==> src/rtl/wl_edge_pkg.sv <==
package wl_edge_pkg;

    typedef enum logic [2:0] {
        ST_IDLE,
        ST_SAMPLE_REQ,
        ST_SAMPLE_WAIT,
        ST_JUDGE,
        ST_STEP,
        ST_SETTLE
    } wl_state_e;

    typedef enum logic {
        PASS_DOWN = 1'b0,
        PASS_UP   = 1'b1
    } wl_pass_e;

endpackage

==> src/rtl/wl_lane_tally.sv <==
module wl_lane_tally
    import wl_edge_pkg::*;
#(
    parameter int SAMPLES = 5,
    parameter int CW      = $clog2(SAMPLES + 1)
) (
    input  logic     clk,
    input  logic     rst_n,
    input  logic     clr,
    input  logic     hit_en,
    input  logic     bit_i,
    input  logic     done_i,
    input  wl_pass_e pass_i,
    output logic     want_step,
    output logic     reach_goal
);

    localparam logic [CW-1:0] FULL = CW'(SAMPLES);

    logic [CW-1:0] cnt;
    logic          at_goal;

    always_ff @(posedge clk) begin
        if (!rst_n)
            cnt <= '0;
        else if (clr)
            cnt <= '0;
        else if (hit_en && bit_i && cnt != FULL)
            cnt <= cnt + 1'b1;
    end

    always_comb begin
        if (pass_i == PASS_DOWN)
            at_goal = (cnt == '0);
        else
            at_goal = (cnt == FULL);
        want_step  = !done_i && !at_goal;
        reach_goal = !done_i && at_goal;
    end

    // the count never exceeds the number of samples per round
    a_r3_count_capped: assert property (@(posedge clk) disable iff (!rst_n)
        cnt <= FULL);

    // a cleared count starts the next round from zero
    a_r3_count_cleared: assert property (@(posedge clk) disable iff (!rst_n)
        clr |=> cnt == '0);

endmodule

==> src/rtl/wl_settle_timer.sv <==
module wl_settle_timer #(
    parameter int SETTLE_CYC = 4,
    parameter int TW         = (SETTLE_CYC > 1) ? $clog2(SETTLE_CYC) : 1
) (
    input  logic clk,
    input  logic rst_n,
    input  logic run,
    output logic expired
);

    localparam logic [TW-1:0] LAST = TW'(SETTLE_CYC - 1);

    logic [TW-1:0] tmr;

    always_ff @(posedge clk) begin
        if (!rst_n)
            tmr <= '0;
        else if (!run || expired)
            tmr <= '0;
        else
            tmr <= tmr + 1'b1;
    end

    assign expired = run && (tmr == LAST);

    // the timer never runs past its last count
    a_r9_timer_bounded: assert property (@(posedge clk) disable iff (!rst_n)
        tmr <= LAST);

endmodule

==> src/rtl/wl_edge_search.sv <==
module wl_edge_search
    import wl_edge_pkg::*;
#(
    parameter int LANES      = 8,
    parameter int SAMPLES    = 5,
    parameter int SETTLE_CYC = 4
) (
    input  logic             clk,
    input  logic             rst_n,
    input  logic             start,
    output logic             smp_req,
    input  logic             smp_vld,
    input  logic [LANES-1:0] smp_bits,
    output logic             step_req,
    output logic             step_up,
    output logic [LANES-1:0] step_lanes,
    input  logic             step_ack,
    input  logic             step_err,
    output logic             busy,
    output logic             done,
    output logic             fail
);

    localparam int CW = $clog2(SAMPLES + 1);
    localparam int SW = (SAMPLES > 1) ? $clog2(SAMPLES) : 1;
    localparam logic [SW-1:0] LAST_SMP = SW'(SAMPLES - 1);

    wl_state_e        state_q, state_d;
    wl_pass_e         pass_q;
    logic [LANES-1:0] lane_done_q;
    logic [LANES-1:0] step_mask_q;
    logic [SW-1:0]    idx_q;
    logic             done_q, fail_q;

    logic [LANES-1:0] want_step, reach_goal;
    logic             tally_clr, tally_hit, settle_done;

    assign tally_clr = (state_q == ST_IDLE) || (state_q == ST_JUDGE);
    assign tally_hit = (state_q == ST_SAMPLE_WAIT) && smp_vld;

    for (genvar g = 0; g < LANES; g++) begin : g_lane
        wl_lane_tally #(.SAMPLES(SAMPLES), .CW(CW)) u_tally (
            .clk        (clk),
            .rst_n      (rst_n),
            .clr        (tally_clr),
            .hit_en     (tally_hit),
            .bit_i      (smp_bits[g]),
            .done_i     (lane_done_q[g]),
            .pass_i     (pass_q),
            .want_step  (want_step[g]),
            .reach_goal (reach_goal[g])
        );
    end

    wl_settle_timer #(.SETTLE_CYC(SETTLE_CYC)) u_settle (
        .clk     (clk),
        .rst_n   (rst_n),
        .run     (state_q == ST_SETTLE),
        .expired (settle_done)
    );

    // State register
    always_ff @(posedge clk) begin
        if (!rst_n)
            state_q <= ST_IDLE;
        else
            state_q <= state_d;
    end

    // Next-state logic
    always_comb begin
        state_d = state_q;
        unique case (state_q)
            ST_IDLE:        if (start) state_d = ST_SAMPLE_REQ;
            ST_SAMPLE_REQ:  state_d = ST_SAMPLE_WAIT;
            ST_SAMPLE_WAIT: if (smp_vld)
                                state_d = (idx_q == LAST_SMP) ? ST_JUDGE : ST_SAMPLE_REQ;
            ST_JUDGE:       if (|want_step)
                                state_d = ST_STEP;
                            else if (pass_q == PASS_DOWN)
                                state_d = ST_SAMPLE_REQ;
                            else
                                state_d = ST_IDLE;
            ST_STEP:        if (step_ack)
                                state_d = step_err ? ST_IDLE : ST_SETTLE;
            ST_SETTLE:      if (settle_done) state_d = ST_SAMPLE_REQ;
            default:        state_d = ST_IDLE;
        endcase
    end

    // Search bookkeeping registers
    always_ff @(posedge clk) begin
        if (!rst_n) begin
            pass_q      <= PASS_DOWN;
            lane_done_q <= '0;
            step_mask_q <= '0;
            idx_q       <= '0;
            done_q      <= 1'b0;
            fail_q      <= 1'b0;
        end else begin
            unique case (state_q)
                ST_IDLE: if (start) begin
                    pass_q      <= PASS_DOWN;
                    lane_done_q <= '0;
                    idx_q       <= '0;
                    done_q      <= 1'b0;
                    fail_q      <= 1'b0;
                end
                ST_SAMPLE_WAIT: if (smp_vld)
                    idx_q <= (idx_q == LAST_SMP) ? '0 : idx_q + 1'b1;
                ST_JUDGE: begin
                    if (|want_step) begin
                        step_mask_q <= want_step;
                        lane_done_q <= lane_done_q | reach_goal;
                    end else if (pass_q == PASS_DOWN) begin
                        pass_q      <= PASS_UP;
                        lane_done_q <= '0;
                    end else begin
                        done_q      <= 1'b1;
                    end
                end
                ST_STEP: if (step_ack && step_err)
                    fail_q <= 1'b1;
                default: ;
            endcase
        end
    end

    // Outputs
    always_comb begin
        smp_req    = (state_q == ST_SAMPLE_REQ);
        step_req   = (state_q == ST_STEP);
        step_up    = (pass_q == PASS_UP);
        step_lanes = step_mask_q;
        busy       = (state_q != ST_IDLE);
        done       = done_q;
        fail       = fail_q;
    end

    a_r2_single_cycle_request: assert property (@(posedge clk) disable iff (!rst_n)
        smp_req |=> !smp_req);

    a_r6_skip_finished: assert property (@(posedge clk) disable iff (!rst_n)
        step_req |-> (step_lanes & lane_done_q) == '0);

    a_r6_nonempty_step: assert property (@(posedge clk) disable iff (!rst_n)
        step_req |-> step_lanes != '0);

    a_r11_step_hold: assert property (@(posedge clk) disable iff (!rst_n)
        step_req && !step_ack |=> step_req && $stable(step_lanes) && $stable(step_up));

    a_r8_error_stops: assert property (@(posedge clk) disable iff (!rst_n)
        step_req && step_ack && step_err |=> fail && !busy && !done);

    a_r7_status_exclusive: assert property (@(posedge clk) disable iff (!rst_n)
        !(done && fail));

    a_r4_down_first: assert property (@(posedge clk) disable iff (!rst_n)
        $rose(busy) |-> !step_up && !done && !fail);

endmodule

==> config.mk <==
export PLATFORM = sky130hd
export DESIGN_NAME = wl_edge_search
export DESIGN_NICKNAME = d
export VERILOG_FILES = /design/src/rtl/wl_edge_pkg.sv /design/src/rtl/wl_lane_tally.sv /design/src/rtl/wl_settle_timer.sv /design/src/rtl/wl_edge_search.sv
export SDC_FILE = /design/constraint.sdc
export NUM_CORES = 1
export LEC_CHECK = 0
export BUFFER_PORTS_ARGS = -buffer_cell sky130_fd_sc_hd__buf_2
export CAP_MARGIN = 10
export CORE_MARGIN = 3
export CORE_UTILIZATION = 50
export CTS_CLUSTER_DIAMETER = 120
export CTS_CLUSTER_SIZE = 16
export DETAILED_ROUTE_END_ITERATION = 10
export PLACE_DENSITY_LB_ADDON = 0.3
export SLEW_MARGIN = 40
export SYNTH_ARGS = -nofsm -noshare
export SYNTH_HDL_FRONTEND = slang
export SYNTH_SLANG_ARGS = --single-unit
==> constraint.sdc <==
create_clock -name clk -period 3.67 [get_ports clk]
set_clock_uncertainty 0.1 [all_clocks]
set_input_delay 0.734 -clock clk [delete_from_list [all_inputs] [get_ports clk]]
set_output_delay 0.734 -clock clk [all_outputs]
set_load 0.01 [all_outputs]
== Yosys cells after proc, flatten, opt, wreduce, memory -nomap -nowiden ==
Index checks and enable logic that the tools add are counted.
Widths: inputs -> output; s select.

* Add/sub/neg operators: 10
* Divide/modulo/power cells: 0
* Multiply operators: 0
* Bitwise operators: 2
* Mux-type cells: 33
* Eq/ne operators: 31
* Reductions and logical operators: 77
* Shifts and indexed selects: 0
* Order comparisons: 0

{| class="wikitable"
|+ Operator list
! operator !! number
|-
| $logic_and 1x1->1 || 35
|-
| $eq 3x3->1 const B || 11
|-
| $add 3x1->3 const B || 9
|-
| $logic_not 3->1 || 9
|-
| $mux 3 || 9
|-
| $mux 8 || 3
|-
| $ne 3x3->1 const B || 8
|-
| $pmux 3 s6 || 1
|-
| $logic_not 1->1 || 17
|-
| $pmux 8 s2 || 1
|-
| $mux 1 || 14
|-
| $reduce_and 3->1 || 4
|-
| $ne 2x2->1 const B || 5
|-
| $or 8x8->8 || 1
|-
| $reduce_and 4->1 || 2
|-
| $reduce_or 8->1 || 1
|-
| $eq 3x2->1 const B || 2
|-
| $pmux 1 s2 || 3
|-
| $pmux 3 s2 || 1
|-
| $reduce_bool 2->1 || 3
|-
| $ne 2x1->1 const B || 2
|-
| $reduce_or 2->1 || 2
|-
| $eq 3x1->1 const B || 1
|-
| $ne 3x2->1 const B || 1
|-
| other kinds (7) || 8
|}

* Memory bits (read-only): 0
* Bits in latches: 0
* Output and inout bits: 14
* Register bits: 51
* Bits of input ports: 14
* Logic and storage cells: 169
* Memories: 0
* RAM bits: 0

== Depth between registers and ports, before layout ==
Gate-level depths: netlist of the first run.

* Depth after elaboration: 7
* Depth in mapped cells: 7

== By module ==
From an unflattened synthesis of the first run, not the netlist that was laid out.

* Cells, all modules: 327
* Area total of the unflattened synthesis: 2951.6 um^2

{| class="wikitable"
|+ By module, submodules not included
! module !! cells an instance !! instances !! area an instance (um^2)
|-
| wl_lane_tally || 24 || 8 || 207.7
|-
| wl_edge_search || 129 || 1 || 1206.2
|-
| wl_settle_timer || 6 || 1 || 83.8
|}

== Worst setup path before layout of the first run ==
Ideal clock, no wire load.

* Path type: flip-flop to flip-flop
* Start point: register g_lane[4].u_tally.cnt[0]
* End point: register lane_done_q[2]
* Path slack: 1.662 ns
* Stages on the path, launching flop included: 8
* Library setup time: 0.071 ns
* Buffers on the path: 0
* Data required time: 3.499 ns
* Period minus slack after synthesis: 2.008 ns
* Arrival: 1.837 ns
* Cells stage by stage: dfxtp_1 > inv_1 > ha_1 > nor3b_1 > a311oi_1 > or4_4 > o31ai_4 > o2bb2ai_1

* Word-level cells in the longest chain between the ends: 7
* Elaborated cells on any way between the ends: 10
* Classes of those cells: 2 x eq/ne; 3 x mux; 5 x reduce/logical

{| class="wikitable"
|+ Ends and longest elaborated chain
! item !! RTL line !! text
|-
| start, declared || wl_lane_tally.sv:20 || <nowiki>logic [CW-1:0] cnt;</nowiki>
|-
| start signal, assigned || wl_lane_tally.sv:29 || <nowiki>cnt <= cnt + 1'b1;</nowiki>
|-
| $eq 3x3->1 / $logic_not 3->1 (equally long branches) || wl_lane_tally.sv:36, wl_lane_tally.sv:34 ||
|-
| $mux 1 * || wl_lane_tally.sv:33 || <nowiki>if (pass_i == PASS_DOWN)</nowiki>
|-
| $logic_not 1->1 * || wl_lane_tally.sv:37 || <nowiki>want_step = !done_i && !at_goal;</nowiki>
|-
| $logic_and 1x1->1 * || wl_lane_tally.sv:37 ||
|-
| $reduce_or 8->1 * || wl_edge_search.sv:112 || <nowiki>if (|want_step) begin</nowiki>
|-
| $ne 3x2->1 (no source line) / $mux 8 (equally long branches) || - ||
|-
| $reduce_and 3->1 (no source line) / $pmux 8 s2 (equally long branches) || - ||
|-
| end signal, assigned || wl_edge_search.sv:114 || <nowiki>lane_done_q <= lane_done_q | reach_goal;</nowiki>
|-
| end, declared || wl_edge_search.sv:30 || <nowiki>logic [LANES-1:0] lane_done_q;</nowiki>
|}

Mark *: on every way between the ends. The rest lies on a longest branch, timed or not.
A chain may end at the register's enable or synchronous reset.

== Worst setup path in the final report of the first run ==
* Start point: register pass_q, in the netlist step_up
* End point: register lane_done_q[0]

* Word-level cells in the longest chain between the ends: 6
* Elaborated cells on any way between the ends: 31
* Classes of those cells: 1 x eq/ne; 10 x mux; 1 x bitwise; 19 x reduce/logical

{| class="wikitable"
|+ Ends and longest elaborated chain
! item !! RTL line !! text
|-
| start, declared || wl_edge_search.sv:29 || <nowiki>wl_pass_e pass_q;</nowiki>
|-
| start signal, assigned || wl_edge_search.sv:94 || <nowiki>pass_q <= PASS_DOWN;</nowiki>
|-
| start signal, assigned || wl_edge_search.sv:103 || <nowiki>pass_q <= PASS_DOWN;</nowiki>
|-
| start signal, assigned || wl_edge_search.sv:116 || <nowiki>pass_q <= PASS_UP;</nowiki>
|-
| $mux 1 || wl_lane_tally.sv:33 ||
|-
| $logic_not 1->1 || wl_lane_tally.sv:37 ||
|-
| $logic_and 1x1->1 || wl_lane_tally.sv:37 ||
|-
| $reduce_or 8->1 || wl_edge_search.sv:112 ||
|-
| $ne 3x2->1 (no source line) / $mux 8 (equally long branches) || - ||
|-
| $reduce_and 3->1 (no source line) / $pmux 8 s2 (equally long branches) || - ||
|}

Parallel ways exist; a longest one is shown, timed or not.

==> run summary, run 1 <==
Status = complete, no violations
Final worst path period share = 68.7%
Crit-path max FO = 20
Synth Flop Type = dfxtp_1
Initial antenna violation count = 0
RSZ-0062 raised after global routing = no
Seq/Total Area, Yosys = 38.5%
Async S/R FF share, synth = 0%
Max cap viols = 0
Global-route wire length before repair = 8890 um
Die area = 0.00621 mm^2
Cell variety after synth = 42
Effective utilization at floorplan = 54.0%
Die X = 78.8 um
Row count = 25
Via density per instance = 5.32
PD cells = 362 mW/mm^2
Minimum clock period = 2520 ps
Relative slew slack = 55.6%
Drt total wl = 5010 um
Top cells by area, synth = dfxtp_1 (39%), ha_1 (13%), nor2_1 (4.4%), nand3_1 (3.6%), inv_1 (3.3%)
Endpoint class of the critical path = flip-flop
Routability cong. = 0.755
HP Class = reg -> reg
Clock transition at path regs = 90 ps
CTS Buffer Depth = 2
Top-count cell post-synth = dfxtp_1
Syn_nets = 336
H-tree depth = 2
DRC Markers = 0
Synthesis-to-finish area growth = 10.9%
Drt pass-1 iters = 4
Via count = 2060
Post-synthesis cell area = 0.00265 mm^2
Total CTS buffers = 5
WP data arrival = 2650 ps
Critical Path Max Stage Delay = 760 ps
# setup viols final = 0
Post-synth EDFFs = 0
Core area = 0.00491 mm^2
Sequence of cells on the critical path = a311oi_1 -> or4_4 -> o31ai_4 -> o2bb2ai_1
Top-area cell type share of the netlist area = 38.5%
Worst vdd ir = 0.246 mV
PortBufs = 27
Cells after Synth = 295
Setup TNS = 0 ps
Hold Fails Final Rpt = 0
Clk root buf = clkbuf_8
# Post-CTS Setup Buffers = 0
Largest net degree at the start of global routing = 30
DRT antenna net count = 0
Hpwl dp = 3670 um
CTS sink cnt = 51
Nets = 361
CTS resizes = 0
GRT Residual Overflow = 0
TritonCTS clock tree = built
Actual slew at the worst max-slew pin = 666 ps
Worst endpoint required time = 3800 ps
Layout Utilization = 59.9%
Final setup margin = 1150 ps
Setup crit start kind = flip-flop
Inserted Diodes = 0
Vias in the first global route = 2063
CP max-delay cell = dfxtp_1
Post-Syn Area per Cell = 8.99 um^2
Top cell type by total area after synthesis = dfxtp_1
Commonest cells in the netlist = dfxtp_1 (51), nor2_1 (31), ha_1 (27)
Hold_buf cts = 0
Achievable Freq = 397 MHz
Global Route Usage Sum = 17.6%
Ys Warns = 0
DR WL/cell = 12.9 um
Critical path class = reg -> reg
Die Y = 78.8 um
Register bit total from synthesis = 51
Leak Pwr = 0.00118 uW
Initial DRC count = 119
Worst-Skew Late Latency = 300 ps
IO Pins = 28
Pre-CTS WS = 1180 ps
Share of layout cells above drive strength 1 = 14.4%
Slew Limit Fails = 0
WP buf/inv = 0
Top delay family on crit path = compound AO/OA/AOI/OAI gates
[placed cells by master (no fill, tap or decap), drive strengths merged, types with 9 or more instances in the layout]
cell,n
a311oi,9
buf,31
nand3,19
nand2,22
dfxtp,51
nor2,31
inv,23
nor3b,9
ha,27
o21ai,13
[cell type report]
cell class | instances | area [um^2]
clock buffer | 6 | 82.6
fill | 436 | 1970
tap | 67 | 83.8
sequential | 51 | 1020
multi-input combinational | 208 | 1490
timing repair buffer | 31 | 169
clock inverter | 1 | 5.00
inverter | 23 | 86.3
[path summary, 6_finish.rpt]
path	to	slack [ps]	from	depth (start not counted)
max	lane_done_q[0]	1150	step_up	4
min	u_settle.tmr[0]	330	u_settle.tmr[0]	1
max reg2reg	lane_done_q[0]	1150	step_up	4
min reg2reg	u_settle.tmr[0]	330	u_settle.tmr[0]	1
[metal layers]
metal / wire length (um) / track usage, %
met5: 0 / 0
met4: 70 / 5.67
met3: 137 / 3.51
met2: 2430 / 31.7
met1: 2370 / 20.8
[flip-flops by register name (all words and copies together) (netlist names)]
name	count
g_lane.u_tally.cnt	24
lane_done_q	8
state_q	3
idx_q	3
fail	1
done	1
step_lanes	8
step_up	1
u_settle.tmr	2
[per-stage QoR]
stage	std cells	cell area [um^2]	total power, uW	hold slack, ps
floorplan	295	2650	703	299
global placement	379	2840	748	309
detailed placement	380	2850	751	325
CTS	387	2940	1080	339
global route	387	2940	1120	356
finish	387	2940	1070	331
[where the power goes]
| group | switching, uW | internal (uW) |
|---|---|---|
| Sequential | 19.6 | 562 |
| Combinational | 95.1 | 61.7 |
| Clock | 179 | 148 |
| Total | 293 | 772 |
[cell families after synthesis]
group | synth area share [%]
AOI/OAI and AO/OA | 13.3
buffers and inverters | 5.76
DFF | 38.5
xor gates and xnor gates | 5.29
and+or+nand+nor | 21.4
adders and majority gates | 12.7
muxes | 3.02
(Power assumes the default switching activity.)
==> run 2: changes to the inputs <==
Clock period 3.67 ns to 2.2 ns, I/O delays scaled along.
==> run 2 against run 1 <==
Effect of this change: via count increased by 4.5%; fmax is 17% higher; sequential power increased by 67%; first-iteration DRC count down 21%; design area grew 9.3%; critical endpoint is now lane_done_q[2]; routed wire length up 9.2%; critical path depth up 4; sequential cell count stayed put.
==> run summary, run 2 (same netlist as run 1, synthesis figures left out) <==
DRT antenna net count = 0
PortBufs = 27
Max reg flops = 24
Vias in the first global route = 2168
Pre-CTS WS = -39.1 ps
Largest net degree at the start of global routing = 29
Drt total wl = 5470 um
DP Area = 0.00294 mm^2
CTS Buffer Depth = 2
# fillers = 403
Global Route Usage Sum = 18.9%
Effective utilization at floorplan = 54.0%
CP max-delay cell = or4_4
DR WL/cell = 13.5 um
Setup crit start kind = flip-flop
Most frequent cells in the layout = dfxtp_1 (47), nor2_1 (31), buf_2 (27)
CTS sink cnt = 51
Relative slew slack = 66.7%
Critical Path Max Stage Delay = 610 ps
Fin area = 0.00321 mm^2
Row count = 25
Critical path class = reg -> reg
Most common cell after layout, fill and taps aside = dfxtp_1
WP data arrival = 2290 ps
Most flops, register = g_lane.u_tally.cnt
Clk root buf = clkbuf_8
Die area = 0.00621 mm^2
Top delay family on crit path = simple AND/OR/NAND/NOR gates
Worst-Skew Late Latency = 310 ps
Clock transition at path regs = 100 ps
Busiest grt layer = met2
Sequence of cells on the critical path = inv_2 -> ha_4 -> nor3b_4 -> a311oi_2 -> or4_4 -> o31ai_4 -> buf_6 -> o2bb2ai_1
Synthesis-to-finish area growth = 21.2%
Die X = 78.8 um
Share of layout cells above drive strength 1 = 24.9%
Drt pass-1 iters = 4
HP Class = reg -> reg
Setup TNS = 0 ps
Initial antenna violation count = 0
Minimum clock period = 2150 ps
Hpwl dp = 3820 um
Via density per instance = 5.33
WP buf/inv = 2
# setup viols final = 0
M3 GR Usage = 4.88%
Die Y = 78.8 um
Final worst path period share = 97.7%
Endpoint class of the critical path = flip-flop
Actual slew at the worst max-slew pin = 497 ps
TritonCTS clock tree = built
DRC Markers = 0
GRT Residual Overflow = 0
Core area = 0.00491 mm^2
Max cap viols = 0
Achievable Freq = 465 MHz
Routability cong. = 0.777
Initial DRC count = 94
IO Pins = 28
PD cells = 605 mW/mm^2
Total CTS buffers = 5
Via count = 2152
Hold Fails Final Rpt = 0
Global-route met2 utilization = 33.1%
Status = complete, no violations
H-tree depth = 2
Hold_buf cts = 0
Worst endpoint required time = 2340 ps
Worst vdd ir = 0.450 mV
Inserted Diodes = 0
Nets = 377
Crit-path max FO = 5
Final setup margin = 49.7 ps
Leak Pwr = 0.00132 uW
Slew Limit Fails = 0
Met1 Use GR = 23.0%
Global-route wire length before repair = 9470 um
run 2: cell count changes in the layout (fill, tap and decap cells not counted), sizes merged:
cell / change
buf: +16
clkbuf: -1
bufinv: +1
clkinv: +1
run 2: layer usage:
metal / wire (um) / vias to the layer above
met3: 211 / 4
met4: 36 / 0
li1: - / 1110
met5: 0 / -
met1: 2590 / 1004
met2: 2640 / 34
run 2: worst register-to-register path, delay by kind of cell (launching register included):
family | cells | cell delay, ps
AO/OA/AOI/OAI | 3 | 490
buffers and inverters | 2 | 240
AND/OR/NAND/NOR | 2 | 790
adder cells (fa/ha/maj) | 1 | 130
flip-flops | 1 | 340
run 2: final timing paths:
| check | startpoint | endpoint | slack [ps] | depth (start not counted) |
|---|---|---|---|---|
| setup / recovery | g_lane[3].u_tally.cnt[0] | lane_done_q[2] | 50 | 8 |
| hold / removal | u_settle.tmr[0] | u_settle.tmr[0] | 330 | 1 |
| setup reg to reg | g_lane[3].u_tally.cnt[0] | lane_done_q[2] | 50 | 8 |
| hold reg to reg | u_settle.tmr[0] | u_settle.tmr[0] | 330 | 1 |
run 2: cell type report:
| cell class | instances | area, um^2 | area share (%) |
|---|---|---|---|
| Clock buffer | 5 | 68.8 | 2.14 |
| Clock inverter | 3 | 43.8 | 1.36 |
| Inverter | 23 | 86.3 | 2.69 |
| Multi-Input combinational cell | 208 | 1600 | 49.8 |
| Sequential cell | 51 | 1030 | 31.9 |
| Tap cell | 67 | 83.8 | 2.61 |
| Timing Repair Buffer | 47 | 305 | 9.50 |
run 2: metrics by stage:
| step | power [uW] | utilization (%) | std cells | hold WS (ps) |
|---|---|---|---|---|
| final | 1940 | 65.4 | 404 | 325 |
| after global placement | 1270 | 59.9 | 391 | 312 |
| after global routing | 2030 | 65.4 | 404 | 349 |
| after floorplan | 1170 | - | 295 | 299 |
| after CTS | 1940 | 62.5 | 401 | 329 |
| after detailed placement | 1280 | 59.9 | 391 | 315 |
run 2: power breakdown:
group	total (uW)	switching [uW]	internal, uW	leakage, uW
Combinational	322	183	139	0.000845
Clock	655	316	339	0.0000581
Sequential	968	29.3	938	0.000413
Total	1940	529	1420	0.00132
run 2: repair_timing:
item,in CTS,in global routing
endpoints found under the setup margin,8,20
pin swaps,1,4
resized for setup,0,27
setup buffers,2,3
==> run 3: changes to the inputs <==
Settings changed: PLACE_DENSITY set to 0.8, PLACE_DENSITY_LB_ADDON 0.3 to not set.
==> run 3 against run 2 <==
Effect of this change: sequential share of layout area down 0.30 points; non-clock buffer count up 2; via count up 3.4%; routed wire length up 4.7%; critical endpoint is now lane_done_q[6]; sequential cell count unchanged; combinational power up 6%; first-iteration DRC count up 56%; core utilization up 0.54 points; highest routed layer unchanged.
==> run summary, run 3 (same netlist as run 1, synthesis figures left out) <==
Vias in the first global route = 2041
RSZ-0062 raised after global routing = yes
Effective utilization at floorplan = 54.0%
Max cap viols = 0
Global Route Usage Sum = 18.1%
H-tree depth = 2
Worst endpoint required time = 2320 ps
Status = complete, no violations
CTS Buffer Depth = 2
Minimum clock period = 2200 ps
Length in cells of the worst reg-to-reg path = 8
Most flops, register = g_lane.u_tally.cnt
Via density per instance = 5.49
GRT Residual Overflow = 0
Largest net degree at the start of global routing = 25
Share of layout cells above drive strength 1 = 27.2%
Clk root buf = clkbuf_8
Leak Pwr = 0.00133 uW
Layout Utilization = 66.0%
HP Start = u_settle.tmr[0]
Drt total wl = 5730 um
Drt pass-1 iters = 4
Synthesis-to-finish area growth = 22.2%
R2R Setup Slk = 4 ps
PortBufs = 27
IO Pins = 28
Slew Limit Fails = 0
Initial antenna violation count = 0
Most common cell after layout, fill and taps aside = dfxtp_1
Non-filler cells, final = 405
Achievable Freq = 455 MHz
Core area = 0.00491 mm^2
Hold path depth = 1
Setup crit start kind = flip-flop
WP data arrival = 2320 ps
CTS sink cnt = 51
Hold Fails Final Rpt = 0
# setup viols final = 0
Nets = 379
Crit-path max FO = 4
Clock transition at path regs = 90 ps
Die area = 0.00621 mm^2
HP Class = reg -> reg
DRT antenna net count = 0
Die Y = 78.8 um
DR WL/cell = 14.1 um
Die X = 78.8 um
Critical path class = reg -> reg
TritonCTS clock tree = built
PD cells = 571 mW/mm^2
Worst-Skew Late Latency = 300 ps
Hold_buf cts = 0
Endpoint class of the critical path = flip-flop
Global-route wire length before repair = 9090 um
Worst vdd ir = 0.327 mV
Hpwl dp = 3860 um
RR Endpoint = lane_done_q[6]
Final worst path period share = 99.8%
Routability cong. = 0.806
RR Startpoint = g_lane[0].u_tally.cnt[1]
Hold EP = u_settle.tmr[0]
Max reg flops = 24
Post-Place Cells = 393
Most frequent cells in the layout = dfxtp_1 (48), nor2_1 (31), buf_2 (27)
Inserted Diodes = 0
Total CTS buffers = 5
Row count = 25
Actual slew at the worst max-slew pin = 591 ps
DRC Markers = 0
Via count = 2225
Relative slew slack = 60.3%
Initial DRC count = 147
run 3: area by class of cell:
class | count | area [um^2]
inverters | 23 | 86.3
fillers | 399 | 1670
clock inverters | 1 | 5.00
flip-flops and latches | 51 | 1020
repair buffers | 49 | 320
clock buffers | 6 | 82.6
multi-input cells | 208 | 1640
well taps | 67 | 83.8
run 3: metal layers:
layer,track usage (%),vias up,part of all wire [%]
li1,-,1114,-
met1,22.8,1052,43
met2,30.8,50,51
met3,4.20,9,4.6
met4,5.67,0,1.7
met5,0,-,0
run 3: how the worst max path moves through the flow:
stage | from | to | slack [ps] | cells after the start
final | g_lane[0].u_tally.cnt[1] | lane_done_q[6] | 4 | 8
after floorplan | g_lane[4].u_tally.cnt[0] | lane_done_q[2] | 190 | 7
after global placement | g_lane[4].u_tally.cnt[0] | lane_done_q[1] | 80 | 7
after global routing | g_lane[0].u_tally.cnt[1] | lane_done_q[6] | -120 | 8
after CTS | g_lane[4].u_tally.cnt[0] | lane_done_q[7] | 10 | 8
after detailed placement | g_lane[1].u_tally.cnt[0] | lane_done_q[1] | -40 | 7
run 3: report_power, final:
| group | internal, uW | total (uW) | switching, uW | leakage (uW) |
|---|---|---|---|---|
| logic | 147 | 341 | 194 | 0.000874 |
| clock network | 247 | 542 | 295 | 0.0000470 |
| registers | 937 | 966 | 29.1 | 0.000413 |
| total | 1330 | 1850 | 517 | 0.00133 |
run 3: critical path: stages, from the launching register on:
cell	delay, ps
dfxtp_1	330
inv_1	70
ha_1	130
nor3b_2	190
a311oi_2	100
or4_4	570
o31ai_4	310
buf_6	160
o2bb2ai_1	140
run 3: through the flow:
stage / TNS, ps / cell area, um^2 / power [uW] / hold WS (ps) / setup WS, ps
after floorplan: 0 / 2650 / 1170 / 299 / 192
after global placement: 0 / 2950 / 1270 / 310 / 83.4
after detailed placement: -222 / 2950 / 1270 / 324 / -42.8
after CTS: 0 / 3060 / 1810 / 336 / 11.3
after global routing: -453 / 3240 / 1930 / 350 / -120
final: 0 / 3240 / 1850 / 330 / 3.91
run 3: repair_timing:
action,4_1_cts,5_1_grt
resized for setup,2,31
setup endpoints to repair,10,18
pin swaps,1,7
buffers inserted,2,3
